===== config.mk =====
export PLATFORM = sky130hd
export DESIGN_NAME = stamp_timer
export DESIGN_NICKNAME = d
export VERILOG_FILES = /design/src/rtl/tsr_pkg.sv /design/src/rtl/tsr_ctrl.sv /design/src/rtl/tsr_prescale.sv /design/src/rtl/tsr_counter.sv /design/src/rtl/tsr_readback.sv /design/src/rtl/stamp_timer.sv
export SDC_FILE = /design/constraint.sdc
export NUM_CORES = 1
export LEC_CHECK = 0
export ABC_AREA = 0
export BUFFER_PORTS_ARGS = -buffer_cell sky130_fd_sc_hd__buf_2
export CORE_MARGIN = 2
export CORE_UTILIZATION = 55
export CTS_BUF_LIST = sky130_fd_sc_hd__clkbuf_4 sky130_fd_sc_hd__clkbuf_8 sky130_fd_sc_hd__clkbuf_16
export DETAILED_ROUTE_END_ITERATION = 8
export GPL_TIMING_DRIVEN = 0
export PLACE_DENSITY = 0.8
export SLEW_MARGIN = 30
export SYNTH_ARGS = -nofsm -noshare
export SYNTH_HDL_FRONTEND = slang
export SYNTH_SLANG_ARGS = --single-unit
export TNS_END_PERCENT = 30

===== constraint.sdc =====
create_clock -name clk -period 3.4 [get_ports clk]
set_input_delay 0.51 -clock clk [delete_from_list [all_inputs] [get_ports clk]]
set_output_delay 0.51 -clock clk [all_outputs]
set_load 0.05 [all_outputs]

===== src/rtl/tsr_pkg.sv =====
package tsr_pkg;
    // Control states; the counting states come first
    typedef enum logic [2:0] {
        TS_FINE   = 3'd0,
        TS_MICRO  = 3'd1,
        TS_MILLI  = 3'd2,
        TS_HOLD   = 3'd3,
        TS_PARKED = 3'd4
    } ts_state_e;

    localparam int unsigned SRC_W   = 8;   // timebase code field, bits 7:0
    localparam int unsigned CLR_BIT = 8;   // hold-at-zero bit
    localparam int unsigned MAX_SRC = 2;   // highest supported code
endpackage


===== src/rtl/tsr_ctrl.sv =====
module tsr_ctrl
    import tsr_pkg::*;
#(
    parameter int unsigned ADDR_W   = 12,
    parameter int unsigned DATA_W   = 32,
    parameter logic [ADDR_W-1:0] CFG_ADDR = 12'h600
) (
    input  logic                 clk,
    input  logic                 rst_n,
    input  logic [ADDR_W-1:0]    bus_addr,
    input  logic                 bus_wr,
    input  logic [DATA_W-1:0]    bus_wdata,
    output logic                 cfg_wr_o,
    output logic                 zero_o,
    output logic [SRC_W-1:0]     src_o,
    output logic                 clr_o,
    output ts_state_e            state_o,
    output logic                 run_o,
    output logic                 fine_o
);
    ts_state_e          state_q, state_d;
    logic [SRC_W-1:0]   src_q;
    logic               clr_q;
    logic               cfg_wr;
    logic [SRC_W-1:0]   wsrc;
    logic               wclr;

    assign cfg_wr = bus_wr && (bus_addr == CFG_ADDR);
    assign wsrc   = bus_wdata[SRC_W-1:0];
    assign wclr   = bus_wdata[CLR_BIT];

    // configuration register
    always_ff @(posedge clk or negedge rst_n) begin
        if (!rst_n) begin
            src_q <= '0;
            clr_q <= 1'b0;
        end else if (cfg_wr) begin
            src_q <= wsrc;
            clr_q <= wclr;
        end
    end

    // next-state selection, taken only on a configuration write
    always_comb begin
        state_d = state_q;
        if (cfg_wr) begin
            if (wclr) begin
                state_d = TS_HOLD;
            end else begin
                unique case (wsrc)
                    8'd0:    state_d = TS_FINE;
                    8'd1:    state_d = TS_MICRO;
                    8'd2:    state_d = TS_MILLI;
                    default: state_d = TS_PARKED;
                endcase
            end
        end
    end

    // state register
    always_ff @(posedge clk or negedge rst_n) begin
        if (!rst_n) state_q <= TS_FINE;
        else        state_q <= state_d;
    end

    // outputs decoded from the state
    always_comb begin
        run_o  = 1'b0;
        fine_o = 1'b0;
        unique case (state_q)
            TS_FINE:   begin run_o = 1'b1; fine_o = 1'b1; end
            TS_MICRO:  run_o = 1'b1;
            TS_MILLI:  run_o = 1'b1;
            TS_HOLD:   run_o = 1'b0;
            TS_PARKED: run_o = 1'b0;
            default:   run_o = 1'b0;
        endcase
    end

    assign cfg_wr_o = cfg_wr;
    assign zero_o   = (cfg_wr && wclr) || (state_q == TS_HOLD);
    assign src_o    = src_q;
    assign clr_o    = clr_q;
    assign state_o  = state_q;

    assert_hold_has_clr_R7: assert property (@(posedge clk) disable iff (!rst_n)
        (state_q == TS_HOLD) |-> clr_q);
    assert_parked_code_R8: assert property (@(posedge clk) disable iff (!rst_n)
        (state_q == TS_PARKED) |-> (!clr_q && (src_q > SRC_W'(MAX_SRC))));
    assert_state_follows_write_R2: assert property (@(posedge clk) disable iff (!rst_n)
        !cfg_wr |=> $stable(state_q));
endmodule


===== src/rtl/tsr_prescale.sv =====
module tsr_prescale
    import tsr_pkg::*;
#(
    parameter int unsigned US_DIV = 50,
    parameter int unsigned MS_DIV = 50000,
    localparam int unsigned MAX_DIV = (US_DIV > MS_DIV) ? US_DIV : MS_DIV,
    localparam int unsigned PRE_W   = $clog2(MAX_DIV + 1)
) (
    input  logic       clk,
    input  logic       rst_n,
    input  ts_state_e  state_i,
    input  logic       run_i,
    input  logic       restart_i,
    output logic       tick_o
);
    logic [PRE_W-1:0] pre_q;
    logic [PRE_W-1:0] limit;
    logic             last;

    always_comb begin
        unique case (state_i)
            TS_FINE:  limit = PRE_W'(1);
            TS_MICRO: limit = PRE_W'(US_DIV);
            TS_MILLI: limit = PRE_W'(MS_DIV);
            default:  limit = PRE_W'(1);
        endcase
    end

    assign last   = (pre_q == (limit - PRE_W'(1)));
    assign tick_o = run_i && last;

    always_ff @(posedge clk or negedge rst_n) begin
        if (!rst_n)                  pre_q <= '0;
        else if (restart_i || !run_i) pre_q <= '0;
        else if (last)               pre_q <= '0;
        else                         pre_q <= pre_q + PRE_W'(1);
    end

    assert_restart_clears_R6: assert property (@(posedge clk) disable iff (!rst_n)
        restart_i |=> (pre_q == '0));
    assert_pre_in_range_R5: assert property (@(posedge clk) disable iff (!rst_n)
        run_i |-> (pre_q < limit));
endmodule


===== src/rtl/tsr_counter.sv =====
module tsr_counter #(
    parameter int unsigned CNT_W     = 32,
    parameter int unsigned FINE_STEP = 20
) (
    input  logic             clk,
    input  logic             rst_n,
    input  logic             tick_i,
    input  logic             fine_i,
    input  logic             zero_i,
    input  logic             freeze_i,
    input  logic             run_i,
    output logic [CNT_W-1:0] cnt_o
);
    logic [CNT_W-1:0] cnt_q;
    logic [CNT_W-1:0] step;

    assign step = fine_i ? CNT_W'(FINE_STEP) : CNT_W'(1);

    always_ff @(posedge clk or negedge rst_n) begin
        if (!rst_n)        cnt_q <= '0;
        else if (zero_i)   cnt_q <= '0;
        else if (freeze_i) cnt_q <= cnt_q;
        else if (tick_i)   cnt_q <= cnt_q + step;
    end

    assign cnt_o = cnt_q;

    assert_zero_held_R7: assert property (@(posedge clk) disable iff (!rst_n)
        zero_i |=> (cnt_q == '0));
    assert_frozen_when_idle_R8: assert property (@(posedge clk) disable iff (!rst_n)
        (!run_i && !zero_i) |=> $stable(cnt_q));
    assert_no_step_on_write_R6: assert property (@(posedge clk) disable iff (!rst_n)
        (freeze_i && !zero_i) |=> $stable(cnt_q));
    assert_fine_step_R4: assert property (@(posedge clk) disable iff (!rst_n)
        (run_i && fine_i && !freeze_i && !zero_i) |=> (cnt_q == $past(cnt_q) + CNT_W'(FINE_STEP)));
endmodule


===== src/rtl/tsr_readback.sv =====
module tsr_readback #(
    parameter int unsigned ADDR_W = 12,
    parameter int unsigned DATA_W = 32,
    parameter int unsigned CNT_W  = 32,
    parameter int unsigned CFG_W  = 9,
    parameter logic [ADDR_W-1:0] CFG_ADDR = 12'h600,
    parameter logic [ADDR_W-1:0] CNT_ADDR = 12'h602
) (
    input  logic              clk,
    input  logic              rst_n,
    input  logic [ADDR_W-1:0] bus_addr,
    input  logic              bus_rd,
    input  logic [CNT_W-1:0]  cnt_i,
    input  logic [CFG_W-1:0]  cfg_i,
    output logic [DATA_W-1:0] rdata_o
);
    logic [DATA_W-1:0] rdata_q;
    logic [DATA_W-1:0] sel;

    always_comb begin
        if (bus_addr == CNT_ADDR)      sel = DATA_W'(cnt_i);
        else if (bus_addr == CFG_ADDR) sel = DATA_W'(cfg_i);
        else                           sel = '0;
    end

    always_ff @(posedge clk or negedge rst_n) begin
        if (!rst_n)      rdata_q <= '0;
        else if (bus_rd) rdata_q <= sel;
    end

    assign rdata_o = rdata_q;

    assert_rdata_stable_R3: assert property (@(posedge clk) disable iff (!rst_n)
        !bus_rd |=> $stable(rdata_q));
    assert_unmapped_zero_R10: assert property (@(posedge clk) disable iff (!rst_n)
        (bus_rd && bus_addr != CNT_ADDR && bus_addr != CFG_ADDR) |=> (rdata_q == '0));
endmodule


===== src/rtl/stamp_timer.sv =====
module stamp_timer
    import tsr_pkg::*;
#(
    parameter int unsigned ADDR_W    = 12,
    parameter int unsigned DATA_W    = 32,
    parameter int unsigned CNT_W     = 32,
    parameter int unsigned US_DIV    = 50,
    parameter int unsigned MS_DIV    = 50000,
    parameter int unsigned FINE_STEP = 20,
    parameter logic [ADDR_W-1:0] CFG_ADDR = 12'h600,
    parameter logic [ADDR_W-1:0] CNT_ADDR = 12'h602,
    localparam int unsigned CFG_W = CLR_BIT + 1
) (
    input  logic              clk,
    input  logic              rst_n,
    input  logic [ADDR_W-1:0] bus_addr,
    input  logic              bus_wr,
    input  logic [DATA_W-1:0] bus_wdata,
    input  logic              bus_rd,
    output logic [DATA_W-1:0] bus_rdata
);
    logic             cfg_wr, zero, clr, run, fine, tick;
    logic [SRC_W-1:0] src;
    ts_state_e        state;
    logic [CNT_W-1:0] cnt;

    tsr_ctrl #(.ADDR_W(ADDR_W), .DATA_W(DATA_W), .CFG_ADDR(CFG_ADDR)) u_ctrl (
        .clk(clk), .rst_n(rst_n), .bus_addr(bus_addr), .bus_wr(bus_wr),
        .bus_wdata(bus_wdata), .cfg_wr_o(cfg_wr), .zero_o(zero), .src_o(src),
        .clr_o(clr), .state_o(state), .run_o(run), .fine_o(fine)
    );

    tsr_prescale #(.US_DIV(US_DIV), .MS_DIV(MS_DIV)) u_pre (
        .clk(clk), .rst_n(rst_n), .state_i(state), .run_i(run),
        .restart_i(cfg_wr), .tick_o(tick)
    );

    tsr_counter #(.CNT_W(CNT_W), .FINE_STEP(FINE_STEP)) u_cnt (
        .clk(clk), .rst_n(rst_n), .tick_i(tick), .fine_i(fine), .zero_i(zero),
        .freeze_i(cfg_wr), .run_i(run), .cnt_o(cnt)
    );

    tsr_readback #(.ADDR_W(ADDR_W), .DATA_W(DATA_W), .CNT_W(CNT_W), .CFG_W(CFG_W),
                   .CFG_ADDR(CFG_ADDR), .CNT_ADDR(CNT_ADDR)) u_rb (
        .clk(clk), .rst_n(rst_n), .bus_addr(bus_addr), .bus_rd(bus_rd),
        .cnt_i(cnt), .cfg_i({clr, src}), .rdata_o(bus_rdata)
    );

    assert_rst_state_R1: assert property (@(posedge clk) disable iff (!rst_n)
        $rose(rst_n) |-> (state == TS_FINE));
endmodule


# Word-level counts from Yosys, hierarchy flattened
# Cells that the tools add are included.
dict set report totals {
  latch_bits 0
  mem_bits_ro 0
  reg_bits 92
  memories 0
  ramBits 0
  wordCells 42
  inputBits 48
}
dict set report classes {
  muxes 13
  mul 0
  magnitude_cmp 0
  add_sub_neg 3
  n_div 0
  n_shift 0
  reduce_logical 11
  eq_ne 9
  n_bitwise 0
}
# cell count
set ops {}
lappend ops {{$mux 32} 4}
lappend ops {{$add 32x32->32} 1}
lappend ops {{$mux 16} 2}
lappend ops {{$pmux 16 s2} 1}
lappend ops {{$eq 12x11->1 const B} 2}
lappend ops {{$add 16x1->16 const B} 1}
lappend ops {{$eq 16x16->1} 1}
lappend ops {{$sub 16x1->16 const B} 1}
lappend ops {{$mux 9} 1}
lappend ops {{$pmux 3 s3} 1}
lappend ops {{$eq 8x1->1 const B} 1}
lappend ops {{$eq 8x2->1 const B} 1}
lappend ops {{$logic_not 8->1} 1}
lappend ops {{$eq 3x2->1 const B} 2}
lappend ops {{$mux 5} 1}
lappend ops {{$eq 3x1->1 const B} 1}
lappend ops {{$logic_and 1x1->1} 3}
lappend ops {{$logic_not 3->1} 1}
lappend ops {{$mux 3} 1}
lappend ops {{$reduce_or 3->1} 1}
lappend ops {{$logic_or 1x1->1} 2}
lappend ops {{$mux 1} 2}
lappend ops {{$ne 2x1->1 const B} 1}
lappend ops {{$reduce_and 2->1} 1}
lappend ops {{2 further kinds} 2}

# Depth between registers and ports, before layout
# Gate-level depths: netlist of run 1.
dict set report logic_depth {
  depth_word 8
  mapped_depth 9
  depth_no_buf 9
}

# By module
# From an unflattened synthesis of run 1, not the netlist that was laid out.
dict set report unflattened {
  cells_unflattened 481
  hier_area_um2 4854.7
}
# module cells_each seq_area_each_um2 area_each_um2 n_inst
set modules_own_cells {}
lappend modules_own_cells {tsr_counter 203 800.8 1900.6 1}
lappend modules_own_cells {tsr_readback 140 800.8 1442.6 1}
lappend modules_own_cells {tsr_prescale 94 400.4 880.8 1}
lappend modules_own_cells {tsr_ctrl 44 300.3 630.6 1}

# Least setup slack after synthesis of run 1
# No wires, ideal clock.
dict set report synth_timing {
  kind {input-to-reg}
  from {input port bus_addr[5]}
  to {register u_cnt.cnt_q[3], in the netlist u_cnt.cnt_o[3]}
  cell_stages 7
  arrival_time_ns 2.352
  path_slack_ns 0.907
  required_time_ns 3.258
  setup_time_ns 0.142
  path_cell_list {or4_1 nor4_4 a21oi_1 buf_2 buf_2 nand2_1 mux2i_1}
}
dict set report synth_between {
  elab_chain_len 6
}
# element line
set synth_lines {}
lappend synth_lines {{start: declaration} stamp_timer.sv:16} ;# input logic [ADDR_W-1:0] bus_addr,
lappend synth_lines {{$eq 12x11->1 *} tsr_ctrl.sv:28} ;# assign cfg_wr = bus_wr && (bus_addr == CFG_ADDR);
lappend synth_lines {{$logic_and 1x1->1 *} tsr_ctrl.sv:28}
lappend synth_lines {{$logic_and 1x1->1} tsr_ctrl.sv:81} ;# assign zero_o = (cfg_wr && wclr) || (state_q == TS_HOLD);
lappend synth_lines {{$logic_or 1x1->1} tsr_ctrl.sv:81}
lappend synth_lines {{$ne 2x1->1 (no source line) or $reduce_bool 2->1 (tied branches)} -}
lappend synth_lines {{$reduce_and 2->1 (no source line)} -}
lappend synth_lines {{end signal: assignment} tsr_counter.sv:22} ;# else if (freeze_i) cnt_q <= cnt_q;
lappend synth_lines {{end signal: assignment} tsr_counter.sv:23} ;# else if (tick_i) cnt_q <= cnt_q + step;
lappend synth_lines {{end: declaration} tsr_counter.sv:14} ;# logic [CNT_W-1:0] cnt_q;
# Mark *: on every way between the ends. The rest lies on a longest branch, timed or not.
# A chain may end at the register's enable or synchronous reset.

# Worst setup path after layout of run 1
dict set report layout_timing {
  from {register u_ctrl.state_q[0], in the netlist u_ctrl.state_o[0]}
  to {register u_cnt.cnt_q[4], in the netlist u_cnt.cnt_o[4]}
}
dict set report layout_between {
  elab_chain_len 7
}
# element line
set layout_lines {}
lappend layout_lines {{start: declaration} tsr_ctrl.sv:21} ;# ts_state_e state_q, state_d;
lappend layout_lines {{start signal: assignment} tsr_ctrl.sv:63} ;# else state_q <= state_d;
lappend layout_lines {{$eq 3x2->1, or another cell as far along} {tsr_ctrl.sv:70, tsr_prescale.sv:21}}
lappend layout_lines {{$pmux 16 s2 or $mux 1 (tied branches)} {tsr_prescale.sv:21, tsr_ctrl.sv:70}}
lappend layout_lines {{$sub 16x1->16 or $mux 5 (tied branches)} {tsr_prescale.sv:29, tsr_counter.sv:17}}
lappend layout_lines {{$eq 16x16->1 or $add 32x32->32 (tied branches)} {tsr_prescale.sv:29, tsr_counter.sv:23}}
lappend layout_lines {{$logic_and 1x1->1 or $mux 32 (tied branches)} {tsr_prescale.sv:30, tsr_counter.sv:23}}
lappend layout_lines {{$reduce_bool 2->1 (no source line) or $mux 32 (tied branches)} -}
lappend layout_lines {{$reduce_and 2->1 (no source line) or $mux 32 (tied branches)} -}
# Several ways; a longest one is shown, not always the timed one. The select of a mux whose other input is x is not followed.

==> flow_summary.ini, run 1 <==
[outcome]
status = finished, final reports clean

[critical_path]
path_cells = nor3_1 -> inv_1 -> ha_1 -> ha_1 -> o21ai_0 -> nor2_1 -> or3_1 -> a2111oi_0 -> a31o_1
path_class = reg2reg
worst_ep_arrival_time_ns = 3.05
path_max_fanout = 7
slowest_delay_ns = 0.48
crit_path_start_kind = register
required_ns = 3.69
crit_top_cell = ha_1
crit_slowest_cell = a2111oi_0
cp-end-kind = register

[sta]
fmax_mhz = 363
max_slew.worst_pin.slew_ns = 0.713
min_period_ns = 2.76
slew_viol_final = 0
hold_viol_final = 0
setup-tns-final_ns = 0
final.setup_skew_ns = 0.0143
rsz0062_at_grt = no
slew_headroom = 0.521
setup_viol = 0
whs_ns = 0.394
period_share = 0.811

[die]
start_util = 0.558
die_h_um = 97.4
boundaryPins = 80
dieArea_um2 = 9480
rows = 34
die_x_um = 97.4
design.core.area_um2 = 8590

[synthesis]
synth-seq-cells = 92
synth_nets = 517
synth-edff-count = 0
synth_cells = 466
ys_seq_area_frac = 0.480
syn_area_per_cell_um2 = 10.3
synth_warnings = 0
ys_async_sr_fraction = 1.00
yosysUniqueCellTypes = 50
ys.flop_type = dfrtp_1
syn_area_um2 = 4790

[finish]
layout-drive-gt1-share = 0.183
layout_common_cells = 92 x dfrtp_1, 63 x buf_2, 37 x nand2_1
syn_to_final_growth_pct = 13.7
final_common_cell = dfrtp_1
fin_nets = 586
antenna-diode-count = 0
fill_cells = 715

[placed_design]
gp_routability_congestion = 0.886
port_buffers = 56
place_hpwl_um = 7640

[route]
ant_nets = 0
drc = 0
dr.pass1.iters = 5
drt_iter0_drc = 230
vias = 3878
viasPerCell = 5.98
finalWirelength_um = 10600
wire_per_inst_um = 16.4

[global_routing]
grt_pass1_vias = 3921
gr-total-overflow = 0
grt_pass1_wl_um = 18400
track_usage = 0.238
grt_max_degree = 71
antenna_found_initial = 0

[clock_tree]
clk_latency_ns = 0.36
numCtsBuffers = 9
cts_buffer_depth = 2
cts_max_level = 3
cts.sinks = 92
clk_pin_slew_ns = 0.09
cts_setup_buffers = 0
cts-root-buf = clkbuf_8
cts_tree = done

[power_and_ir_drop]
peakVddDrop_uv = 327
powerDensity_nw_per_um2 = 504
cellLeakagePower_nw = 2.69

[job]
cap_viol_max_count = 0

[min_path]
hp-class = in2reg
==> Yosys cell counts, drive strengths merged (5+ instances only) <==
cell type / number / area share
dfrtp: 92 / 0.48
nand2: 37 / 0.029
mux2i: 30 / 0.063
nor2: 30 / 0.024
nand4: 28 / 0.037
a22o: 23 / 0.042
nand2b: 19 / 0.025
clkbuf: 17 / 0.013
inv: 16 / 0.013
nor4: 15 / 0.023
a21oi: 14 / 0.015
a31o: 11 / 0.020
buf: 11 / 0.015
nand3: 11 / 0.011
mux2: 10 / 0.023
and3: 9 / 0.012
o2bb2ai: 9 / 0.016
and2: 8 / 0.010
xnor2: 8 / 0.015
xor2: 8 / 0.015
o2111ai: 7 / 0.013
nor3: 5 / 0.0052
o21ai: 5 / 0.0052
or4: 5 / 0.0086
==> cell type report <==
class	count	area, um2	share of cell area
flip-flops and latches	92	2300	0.422
multi-input cells	330	2300	0.421
repair buffers	58	324	0.0595
clock buffers	12	165	0.0303
well taps	108	135	0.0248
plain buffers	28	134	0.0246
inverters	16	60.1	0.0110
clock inverters	4	32.5	0.00597
==> critical path, delay by kind of cell (launching register included) <==
kind	cells	cell delay, ns
adders and majority gates	2	0.47
and+or+nand+nor	3	0.79
DFF	1	0.46
AOI/OAI and AO/OA	3	0.85
buffers and inverters	1	0.12
==> power by group <==
| part | internal (mW) | switching (mW) | leakage [nW] | total [mW] |
|---|---|---|---|---|
| clock network | 0.329 | 0.395 | 0.0948 | 0.724 |
| registers | 1.18 | 0.120 | 1.20 | 1.30 |
| logic | 0.256 | 0.461 | 1.39 | 0.718 |
| total | 1.77 | 0.977 | 2.69 | 2.75 |
==> metal layers <==
metal / vias up / part of all wire / global-route usage
met3: 13 / 0.041 / 0.0309
met4: 0 / 0.012 / 0.0823
met5: - / 0 / 0
li1: 1870 / - / -
met1: 1895 / 0.47 / 0.322
met2: 100 / 0.48 / 0.396
==> what timing repair did <==
action                                 CTS  global route
hold buffers                             1             0
resized for setup                        0             0
endpoints found under the hold margin   22             0
==> path summary, 6_finish.rpt <==
path / cells after the start / from / to / slack, ns
worst max-delay path: 9 / u_ctrl.state_o[0] / u_cnt.cnt_o[4] / 0.64
worst min-delay path: 2 / bus_wdata[6] / u_ctrl.src_o[6] / 0.39
worst max register to register: 9 / u_ctrl.state_o[0] / u_cnt.cnt_o[4] / 0.64
worst min register to register: 1 / u_rb.rdata_o[1] / u_rb.rdata_o[1] / 0.49
max in group asynchronous: 3 / rst_n / u_cnt.cnt_o[6] / 2.23
min in group asynchronous: 2 / rst_n / u_rb.rdata_o[14] / 0.56
==> sequential cells by signal, indices dropped and copies added (netlist names) <==
register,count
u_cnt.cnt_o,32
u_ctrl.clr_o,1
u_ctrl.src_o,8
u_ctrl.state_o,3
u_pre.pre_q,16
u_rb.rdata_o,32
==> stage by stage <==
step | area [um2] | total power, mW | utilization | worst slack (ns) | instances
6_report | 5450 | 2.75 | 0.634 | 0.643 | 648
5_1_grt | 5450 | 2.89 | 0.634 | 0.460 | 648
4_1_cts | 5450 | 2.74 | 0.634 | 0.687 | 648
3_5_place_dp | 5240 | 2.02 | 0.610 | 0.366 | 631
3_3_place_gp | 5210 | 1.99 | 0.606 | 0.390 | 630
2_1_floorplan | 4790 | 1.80 | - | 0.907 | 466
==> cell families after synthesis <==
group	after synthesis	share of synthesized area
XOR/XNOR	16	0.0292
multiplexers	40	0.0861
flip-flops	92	0.480
adder cells (fa/ha/maj)	3	0.00783
AND/OR/NAND/NOR	181	0.208
buffers and inverters	44	0.0405
AO/OA/AOI/OAI	90	0.149
(Power assumes the default switching activity.)
==> run 2, diff against run 1 <==
- CORE_UTILIZATION: 55 -> 51
- PLACE_DENSITY: 0.8 -> 0.78
- clock period: 3.4 -> 2.5 ns (I/O delays scaled with it)
==> flow_summary.ini, run 2 (synthesis gave the netlist of run 1 again) <==
[sta]
fmax_mhz = 406
rsz0062_at_grt = yes
min_period_ns = 2.46
setup-tns-final_ns = 0
hold_viol_final = 0
slew_headroom = 0.536
period_share = 0.986
slew_viol_final = 0
max_slew.worst_pin.slew_ns = 0.696
final.setup_skew_ns = 0.0120
setup_viol = 0

[route]
vias = 3972
finalWirelength_um = 11000
ant_nets = 0
drc = 0
viasPerCell = 6.03
wire_per_inst_um = 16.7
drt_iter0_drc = 268
dr.pass1.iters = 5

[critical_path]
required_ns = 2.75
crit_slowest_cell = or4_4
path_cells = or3b_4 -> or4_4 -> a211oi_4 -> buf_6 -> buf_4 -> a31o_1 -> a21oi_1
slowest_delay_ns = 0.56
crit_path_start_kind = register
cp-end-kind = register
path_max_fanout = 6
worst_ep_arrival_time_ns = 2.72
path_class = reg2reg

[placed_design]
dpl-instance-area_um2 = 5250
gp_routability_congestion = 0.891
numPlacedInstances = 634
port_buffers = 56
place_hpwl_um = 7750

[clock_tree]
numCtsBuffers = 9
cts.sinks = 92
cts_buffer_depth = 2
cts-root-buf = clkbuf_8
clk_latency_ns = 0.37
cts_max_level = 3
cts_tree = done
clk_pin_slew_ns = 0.10

[power_and_ir_drop]
power_mw = 3.96
peakVddDrop_uv = 389
cellLeakagePower_nw = 2.76
powerDensity_nw_per_um2 = 708

[global_routing]
grt_pass1_wl_um = 18300
grt_pass1_vias = 3810
grt_max_degree = 49
antenna_found_initial = 0
gr-total-overflow = 0
track_usage = 0.227

[finish]
layout-drive-gt1-share = 0.226
fill_cells = 768
antenna-diode-count = 0
syn_to_final_growth_pct = 16.8
final_core_util = 0.609
layout_common_cells = 89 x dfrtp_1, 63 x buf_2, 36 x nand2_1
final_common_cell = dfrtp_1
stdcell_area_um2 = 5600
final_cells = 659
fin_nets = 594

[die]
die_h_um = 101
design.core.area_um2 = 9200
start_util = 0.521
dieArea_um2 = 10200
rows = 35
boundaryPins = 80
die_x_um = 101

[job]
cap_viol_max_count = 0

[min_path]
hp-class = in2reg

[outcome]
status = finished, final reports clean
==> run 2: cell count changes in the layout (fill, tap and decap cells not counted), sizes merged <==
cell	before	now
clkinvlp	2	1
buf	68	76
bufinv	0	2
clkbuf	29	26
inv	16	18
==> run 2: critical path: cells and delay by family (launching register included) <==
kind | cells | cell delay, ns
DFF | 1 | 0.47
AOI/OAI and AO/OA | 3 | 0.57
buffers and inverters | 2 | 0.32
and+or+nand+nor | 2 | 0.99
==> run 2: power by group <==
part / internal [mW] / switching (mW)
clock network: 0.570 / 0.554
logic: 0.393 / 0.666
registers: 1.61 / 0.169
==> run 2: area by class of cell <==
cell class	count	area, um2	area share
Buffer	28	136	0.0244
Clock buffer	9	124	0.0221
Clock inverter	7	98.8	0.0177
Inverter	16	60.1	0.0107
Multi-Input combinational cell	330	2350	0.420
Sequential cell	92	2310	0.412
Tap cell	111	139	0.0248
Timing Repair Buffer	66	384	0.0686
==> run 2: timing repair <==
action                                  4_1_cts  5_1_grt
endpoints found under the hold margin        44        0
pin swaps                                     2        2
resized for setup                             7       16
endpoints found under the setup margin       12       37
hold buffers                                  1        0
setup buffers                                 0        8
==> run 2: final timing paths <==
check,end,cells past startpoint,from,slack [ns]
setup / recovery,u_cnt.cnt_o[20],7,u_ctrl.state_o[0],0.04
hold / removal,u_ctrl.src_o[6],2,bus_wdata[6],0.25
setup reg to reg,u_cnt.cnt_o[20],7,u_ctrl.state_o[0],0.04
hold reg to reg,u_cnt.cnt_o[31],1,u_cnt.cnt_o[31],0.49
max in group asynchronous,u_cnt.cnt_o[4],3,rst_n,1.44
min in group asynchronous,u_rb.rdata_o[18],2,rst_n,0.48
==> run 2: metal layers <==
metal	up-vias	wire (um)	track usage
li1	1884	-	-
met1	1953	5080	0.313
met2	120	5250	0.360
met3	15	561	0.0527
met4	0	123	0.0644
met5	-	0	0
==> run 2: per-stage QoR <==
stage                     hold WS [ns]  setup WS, ns
after floorplan                 0.0794         0.142
after global placement           0.468        -0.318
after detailed placement         0.322        -0.398
after CTS                        0.238        0.0162
after global routing             0.243       -0.0719
final                            0.247        0.0362
==> run 3, diff against run 2 <==
- RECOVER_POWER: not set -> 25
- SYNTH_HIERARCHICAL: not set -> 1
==> flow_summary.ini, run 3 <==
[die]
rows = 35
boundaryPins = 80
die_h_um = 102
start_util = 0.525
die_x_um = 102
dieArea_um2 = 10300
design.core.area_um2 = 9240

[sta]
slew_headroom = 0.328
max_slew.worst_pin.slew_ns = 1.01
setup_ws_ns = -0.244
setup_viol = 26
fmax_mhz = 364
whs_ns = 0.242
hold_viol_final = 0
rsz0062_at_grt = yes
slew_viol_final = 0
min_period_ns = 2.74
final.setup_skew_ns = 0.0161
setup-tns-final_ns = -3.09
period_share = 1.10

[clock_tree]
cts_max_level = 3
clk_latency_ns = 0.37
cts.sinks = 92
clk_pin_slew_ns = 0.10
cts-root-buf = clkbuf_8
cts_tree = done
numCtsBuffers = 9
cts_buffer_depth = 2

[placed_design]
port_buffers = 55
gp_routability_congestion = 0.868
place_hpwl_um = 7520

[route]
drt-met1-wl_um = 4960
finalWirelength_um = 11800
wire_per_inst_um = 16.6
dr_wl_met2_um = 6080
drc = 0
route.met3.wl_um = 570
ant_nets = 0
viasPerCell = 5.76
top_layer = met4
drt_iter0_drc = 276
dr.pass1.iters = 7
vias = 4081

[synthesis]
ys.flop_type = dfrtp_1
synth_common_cells = 92 x dfrtp_1, 64 x inv_1, 34 x nor2_1
synth-edff-count = 0
ys_async_sr_fraction = 1.00
synth-seq-cells = 92
synth_nets = 534
syn_area_per_cell_um2 = 10.1
synth_warnings = 6
syn_area_um2 = 4850
yosysTopAreaCell = dfrtp_1
yosysUniqueCellTypes = 56
synth_cells = 481
synth_most_common_cell = dfrtp_1
ys_seq_area_frac = 0.474
yosysTopAreaCellShare = 0.474
synth_area_leaders = dfrtp_1 47%, inv_1 4.9%, o22ai_1 4.1%, nor2_1 2.6%, mux2_4 2.5%

[outcome]
status = finished with violations
failed_checks = setup timing

[power_and_ir_drop]
cellLeakagePower_nw = 2.76
peakVddDrop_uv = 421
power_mw = 4.32
powerDensity_nw_per_um2 = 716

[global_routing]
grt_pass1_vias = 4033
track_usage = 0.234
antenna_found_initial = 0
grt_max_degree = 55
gr-total-overflow = 0
grt_pass1_wl_um = 18900

[critical_path]
path_max_fanout = 5
cp-end-kind = register
required_ns = 2.81
path_class = reg2reg
rrSetupSlack_ns = -0.24
crit_path_start_kind = register
worst_ep_arrival_time_ns = 3.06

[finish]
final_core_util = 0.653
fin_nets = 628
syn_to_final_growth_pct = 24.3
final_common_cell = dfrtp_1
antenna-diode-count = 0
layout_common_cells = 88 x dfrtp_1, 64 x inv_1, 54 x buf_2
layout-drive-gt1-share = 0.309

[job]
cap_viol_max_count = 0

[min_path]
hp-class = in2reg
-- run 3: changes by cell type after synthesis, moves of 17 or more --
cell	before	now
inv_1	16	64
o22ai_1	0	32
a22o_1	23	0
mux2i_1	30	9
nand4_1	28	9
nand2b_1	19	2
-- run 3: metal layers --
layer / GRT usage / vias to the layer above
li1: - / 1900
met1: 0.299 / 2050
met2: 0.393 / 114
met3: 0.0407 / 17
met4: 0.0998 / 0
met5: 0 / -
-- run 3: report_power, final --
group / internal, mW / switching (mW)
Clock: 0.599 / 0.556
Combinational: 0.624 / 0.800
Sequential: 1.59 / 0.154
Total: 2.81 / 1.51
-- run 3: area by class of cell --
cell class                      instances  area (um2)
Fill cell                             717        3210
Multi-Input combinational cell        302        2400
Sequential cell                        92        2310
Timing Repair Buffer                   83         538
Inverter                               64         240
Tap cell                              129         161
Buffer                                 23         160
Clock buffer                           10         138
Clock inverter                          6        93.8
-- run 3: final timing paths --
path / startpoint / to / depth (start not counted)
max: u_pre/pre_q[13] / u_cnt/cnt_o[23] / 9
min reg2reg: u_ctrl/src_o[2] / u_ctrl/src_o[2] / 1
max reg2reg: u_pre/pre_q[13] / u_cnt/cnt_o[23] / 9
min: bus_wdata[2] / u_ctrl/src_o[2] / 2
max in group asynchronous: rst_n / u_pre/pre_q[4] / 3
min in group asynchronous: rst_n / u_cnt/cnt_o[13] / 2
-- run 3: logic make-up (layout without fill, tap and decap cells) --
kind of cell / after synthesis / count (layout) / synth area share
AOI/OAI and AO/OA: 92 / 92 / 0.123
xor gates and xnor gates: 20 / 20 / 0.0361
adders and majority gates: 5 / 5 / 0.0129
buffers and inverters: 87 / 186 / 0.0784
DFF: 92 / 92 / 0.474
muxes: 29 / 29 / 0.0711
and+or+nand+nor: 156 / 156 / 0.204
-- run 3: what timing repair did --
| item | 4_1_cts | 5_1_grt |
|---|---|---|
| cloned | 1 | 0 |
| setup buffers | 17 | 8 |
| pin swaps | 23 | 12 |
| setup endpoints to repair | 31 | 30 |
| gates resized for setup | 39 | 35 |
| hold buffers | 1 | 0 |
| endpoints found under the hold margin | 38 | 0 |
-- run 3: worst max-delay path: stages (launching register included) --
cell	delay (ns)
dfrtp_1	0.42
nor4_1	0.40
o2111ai_2	0.23
nor4b_4	0.33
nor2b_4	0.19
buf_6	0.11
o211ai_1	0.15
buf_4	0.23
or4_4	0.50
a21oi_2	0.14
-- run 3: metrics by stage --
| step | cell area (um2) | setup slack [ns] | std cells |
|---|---|---|---|
| after global routing | 6030 | -0.392 | 709 |
| after global placement | 5310 | -0.405 | 665 |
| after CTS | 5880 | -0.244 | 701 |
| after floorplan | 4870 | -0.0668 | 481 |
| after detailed placement | 5340 | -0.480 | 666 |
| final | 6030 | -0.244 | 709 |
